## config.mk

```make
export PLATFORM = sky130hd
export DESIGN_NAME = asm_seq_ctrl
export DESIGN_NICKNAME = d
export VERILOG_FILES = /design/src/rtl/asm_seq_pkg.sv /design/src/rtl/seq_ctrl.sv /design/src/rtl/seq_datapath.sv /design/src/rtl/asm_seq_ctrl.sv
export SDC_FILE = /design/constraint.sdc
export NUM_CORES = 1
export LEC_CHECK = 0
export BUFFER_PORTS_ARGS = -buffer_cell sky130_fd_sc_hd__buf_4
export CAP_MARGIN = 20
export CORE_AREA = 4 4 41 43
export CTS_BUF_LIST = sky130_fd_sc_hd__clkbuf_4
export DETAILED_ROUTE_END_ITERATION = 10
export DIE_AREA = 0 0 45 47
export PLACE_DENSITY = 0.42
export SETUP_SLACK_MARGIN = 0.1
export SYNTH_ARGS = -nofsm -noshare
export SYNTH_HDL_FRONTEND = slang
export SYNTH_SLANG_ARGS = --single-unit
```

## constraint.sdc

```tcl
create_clock -name clk -period 1.6 [get_ports clk]
set_input_delay 0.32 -clock clk [delete_from_list [all_inputs] [get_ports clk]]
set_output_delay 0.32 -clock clk [all_outputs]
set_load 0.005 [all_outputs]
```

## src/rtl/asm_seq_pkg.sv

```systemverilog
package asm_seq_pkg;

    // Codes matter: a neighbour may decode the two-bit state directly.
    typedef enum logic [1:0] {
        ST_IDLE  = 2'b00,
        ST_RUN   = 2'b01,
        ST_SPARE = 2'b10,
        ST_DONE  = 2'b11
    } seq_state_e;

endpackage

```

## src/rtl/seq_ctrl.sv

```systemverilog
module seq_ctrl
    import asm_seq_pkg::*;
(
    input  logic clk,
    input  logic rst,
    input  logic start_i,
    input  logic exit_hit_i,
    output logic idle_o,
    output logic run_o,
    output logic done_o
);

    seq_state_e state_q;
    seq_state_e state_d;

    // State register process
    always_ff @(posedge clk) begin
        if (rst) state_q <= ST_IDLE;
        else     state_q <= state_d;
    end

    // Transition decision, based on registered values only
    always_comb begin
        state_d = ST_IDLE;
        unique case (state_q)
            ST_IDLE:  state_d = start_i    ? ST_RUN  : ST_IDLE;
            ST_RUN:   state_d = exit_hit_i ? ST_DONE : ST_RUN;
            ST_DONE:  state_d = ST_IDLE;
            ST_SPARE: state_d = ST_IDLE;
            default:  state_d = ST_IDLE;
        endcase
    end

    // Decoded state lines (output process); the spare code drives none
    always_comb begin
        idle_o = 1'b0;
        run_o  = 1'b0;
        done_o = 1'b0;
        unique case (state_q)
            ST_IDLE:  idle_o = 1'b1;
            ST_RUN:   run_o  = 1'b1;
            ST_DONE:  done_o = 1'b1;
            ST_SPARE: ;
            default:  ;
        endcase
    end

endmodule

```

## src/rtl/seq_datapath.sv

```systemverilog
module seq_datapath #(
    parameter int CNT_W     = 4,
    parameter int TRACK_BIT = 1,
    parameter int EXIT_LO   = 1,
    parameter int EXIT_HI   = 2
) (
    input  logic             clk,
    input  logic             rst,
    input  logic             start_i,
    input  logic             idle_i,
    input  logic             run_i,
    input  logic             done_i,
    output logic [CNT_W-1:0] count_o,
    output logic             track_o,
    output logic             flag_o,
    output logic             exit_hit_o
);

    localparam logic [CNT_W-1:0] EXIT_MASK = CNT_W'((1 << EXIT_LO) | (1 << EXIT_HI));
    localparam logic [CNT_W-1:0] STEP      = CNT_W'(1);

    logic clear_en;
    assign clear_en = idle_i & start_i;

    // Count register: clear on accepted start, step while running
    always_ff @(posedge clk) begin
        if (rst)           count_o <= '0;
        else if (clear_en) count_o <= '0;
        else if (run_i)    count_o <= count_o + STEP;
    end

    // Tracking flag copies one bit of the pre-step count
    always_ff @(posedge clk) begin
        if (rst)        track_o <= 1'b0;
        else if (run_i) track_o <= count_o[TRACK_BIT];
    end

    // Done flag: cleared on start, set in the final state
    always_ff @(posedge clk) begin
        if (rst)           flag_o <= 1'b0;
        else if (clear_en) flag_o <= 1'b0;
        else if (done_i)   flag_o <= 1'b1;
    end

    // Exit status from the registered count
    assign exit_hit_o = ((count_o & EXIT_MASK) == EXIT_MASK);

endmodule

```

## src/rtl/asm_seq_ctrl.sv

```systemverilog
module asm_seq_ctrl #(
    parameter int CNT_W     = 4,
    parameter int TRACK_BIT = 1,
    parameter int EXIT_LO   = 1,
    parameter int EXIT_HI   = 2
) (
    input  logic             clk,
    input  logic             rst,
    input  logic             start_i,
    output logic [CNT_W-1:0] count_o,
    output logic             track_o,
    output logic             flag_o,
    output logic             idle_o,
    output logic             run_o,
    output logic             done_o
);

    logic exit_hit;

    seq_ctrl u_ctrl (
        .clk        (clk),
        .rst        (rst),
        .start_i    (start_i),
        .exit_hit_i (exit_hit),
        .idle_o     (idle_o),
        .run_o      (run_o),
        .done_o     (done_o)
    );

    seq_datapath #(
        .CNT_W     (CNT_W),
        .TRACK_BIT (TRACK_BIT),
        .EXIT_LO   (EXIT_LO),
        .EXIT_HI   (EXIT_HI)
    ) u_dp (
        .clk        (clk),
        .rst        (rst),
        .start_i    (start_i),
        .idle_i     (idle_o),
        .run_i      (run_o),
        .done_i     (done_o),
        .count_o    (count_o),
        .track_o    (track_o),
        .flag_o     (flag_o),
        .exit_hit_o (exit_hit)
    );

endmodule

```

==> impl_metrics.py <==
metrics = {
    "detailed_routing": {
        "drt-wirelength-per-cell_um": 10.6,
        "drtAntennaViolNets": 0,
        "vias_per_cell": 4.31,
        "wl_um": 646,
        "dr.pass1.iters": 3,
        "drtIter0Drc": 4,
        "drc_errors": 0,
        "num_vias": 263,
    },
    "sta": {
        "skew_ns": 0.000838,
        "slew_headroom": 0.837,
        "rsz0062_at_grt": "false",
        "fmax_ghz": 0.701,
        "setup_viol": 0,
        "finalCritPeriodShare": 0.891,
        "worstMarginPinSlew_ns": 0.244,
        "hold_violations": 0,
        "slew_violations": 0,
        "setup_tns_ns": 0,
        "period_needed_ns": 1.43,
        "holdWs_ns": 0.250,
    },
    "clock_tree": {
        "path_clk_slew_ns": 0.05,
        "cts_made_buffers": 3,
        "cts_root_buffer": "clkbuf_4",
        "clk_latency_ns": 0.25,
        "cts_tree": "built",
        "clk_path_buf_depth": 2,
        "cts_sinks": 8,
        "cts_max_level": 1,
    },
    "cells_and_area": {
        "layout_commonest_cell": "buf_4",
        "area_growth_pct": 39.1,
        "layout_common_cells": "11 x buf_4, 9 x nor2_1, 8 x dfxtp_1",
        "post_route_cells_drive_above_1_share": 0.326,
        "nets": 52,
        "final_area_um2": 432,
        "n_antenna_cell": 0,
    },
    "placed_design": {
        "place.gp.congestion": 0.709,
        "place_hpwl_um": 499,
        "placed_cell_area_um2": 407,
        "port_buffers": 11,
    },
    "synth": {
        "yosysWarnings": 0,
        "synth_cells": 33,
        "synth_flop_cell": "dfxtp_1",
        "ys_top_cells_by_count": "9 x nor2_1, 8 x dfxtp_1, 2 x mux2i_1",
        "ys_top_cells_by_area": "dfxtp_1 52%, nor2_1 11%, mux2i_1 6.5%",
        "synth_edf_count": 0,
        "synth_top_area_cell": "dfxtp_1",
        "synth.top_cell.area_share": 0.516,
        "synth-seq-area-share": 0.516,
        "yosysMostFrequentCell": "nor2_1",
        "yosys.cell_types.count": 17,
        "syn_area_per_cell_um2": 9.40,
        "synthArstFlopShare": 0,
        "synthesis.area_um2": 310,
        "syn_nets": 37,
        "ys_ff_latch": 8,
    },
    "worst_setup_path": {
        "ff2ff_path_depth": 3,
        "r2r_setup_slack_ns": 0.49,
        "r2r-end": "u_dp.count_o[3]$_SDFFE_PP0P_",
        "critPathMaxStageDelay_ns": 0.40,
        "worst_setup_path_end_kind": "output pin",
        "path_buf_inv": 1,
        "r2r_start": "u_ctrl.state_q[1]$_SDFF_PP0_",
        "required_ns": 1.28,
        "cp_top_family": "flip-flops",
        "crit_type": "flip-flop to output pin",
        "cp_slowest_cell": "dfxtp_1",
        "arrival_ns": 1.11,
        "crit_chain": "nor2b_2 > buf_4",
        "critPathLaunchType": "flip-flop",
        "crit_fanout": 6,
    },
    "die": {
        "core_mm2": 0.00130,
        "die_area_mm2": 0.00212,
        "initial_core_util": 0.238,
        "io_pins": 12,
        "chipHeight_um": 47,
        "rows": 13,
        "dieWidth_um": 45,
    },
    "global_route": {
        "grt_pass1_wl_um": 959,
        "grt-ovfl-total": 0,
        "antenna_found_initial": 0,
        "track_usage": 0.0674,
        "grt_pass1_vias": 226,
        "grt_max_degree": 7,
    },
    "run": {
        "cap_violations": 0,
    },
    "pwr": {
        "p_per_area_mw_per_mm2": 915,
        "leakage_uw": 0.000192,
        "ir_drop_v": 0.000381,
        "finalPower_uw": 395,
    },
    "worst_hold_path": {
        "min-delay-start": "rst",
        "hold_depth": 2,
        "hold_end": "u_dp.track_o$_SDFFE_PP0P_",
        "hold_path.class": "primary input to flip-flop",
    },
    "run_status": {
        "status": "complete, no violations",
    },
}
power breakdown:
group	internal (uW)	total [uW]	switching, uW
Clock	85.6	151	65.5
Sequential	204	209	5.46
Combinational	19.2	34.2	15.0
stage by stage:
step / cells / util / setup WS [ns]
5_1_grt: 61 / 0.332 / 0.108
6_report: 61 / 0.332 / 0.174
3_5_place_dp: 58 / 0.313 / 0.335
3_3_place_gp: 58 / 0.313 / 0.364
4_1_cts: 61 / 0.332 / 0.177
2_1_floorplan: 33 / - / 0.596
routing by layer:
metal  vias to the layer above  track usage  part of all wire
li1                        136            -                 -
met1                       118       0.0780              0.49
met2                         7       0.0904              0.43
met3                         2       0.0268             0.070
met4                         0       0.0702            0.0062
met5                         -            0                 0
cell type report:
cell class | instances | area (um2)
clock buffers | 3 | 22.5
fillers | 148 | 870
inverters | 1 | 3.75
multi-input cells | 23 | 144
flip-flops and latches | 8 | 160
well taps | 15 | 18.8
repair buffers | 11 | 82.6
worst max-delay path by stage:
stage                                       startpoint                            to  slack [ns]  cells after the start
after floorplan           u_dp.count_o[1]$_SDFFE_PP0P_  u_dp.count_o[3]$_SDFFE_PP0P_        0.60                      3
after global placement    u_ctrl.state_q[0]$_SDFF_PP0_                         run_o        0.36                      2
after detailed placement  u_ctrl.state_q[0]$_SDFF_PP0_                         run_o        0.33                      2
after CTS                 u_ctrl.state_q[0]$_SDFF_PP0_                         run_o        0.18                      2
after global routing      u_ctrl.state_q[0]$_SDFF_PP0_                         run_o        0.11                      2
final                     u_ctrl.state_q[0]$_SDFF_PP0_                         run_o        0.17                      2
what timing repair did:
action,4_1_cts,5_1_grt
gates resized for setup,1,0
endpoints found under the setup margin,1,0
hold buffers,0,0
hold endpoints to repair,0,0
buffers inserted,0,0
cell families (layout without fill, tap and decap cells):
| family | count (synthesis) | after routing | synth area share |
|---|---|---|---|
| XOR/XNOR | 2 | 2 | 0.0565 |
| buffers and inverters | 2 | 15 | 0.0282 |
| adder cells (fa/ha/maj) | 1 | 1 | 0.0403 |
| flip-flops | 8 | 8 | 0.516 |
| AND/OR/NAND/NOR | 15 | 15 | 0.238 |
| AO/OA/AOI/OAI | 3 | 3 | 0.0564 |
| multiplexers | 2 | 2 | 0.0645 |
state kept, by name, summed over array words and instances (netlist names):
name and count:
u_ctrl.state_q 2, u_dp.flag_o 1, u_dp.count_o 4, u_dp.track_o 1
Note: power is estimated with default switching activity, not from simulation.
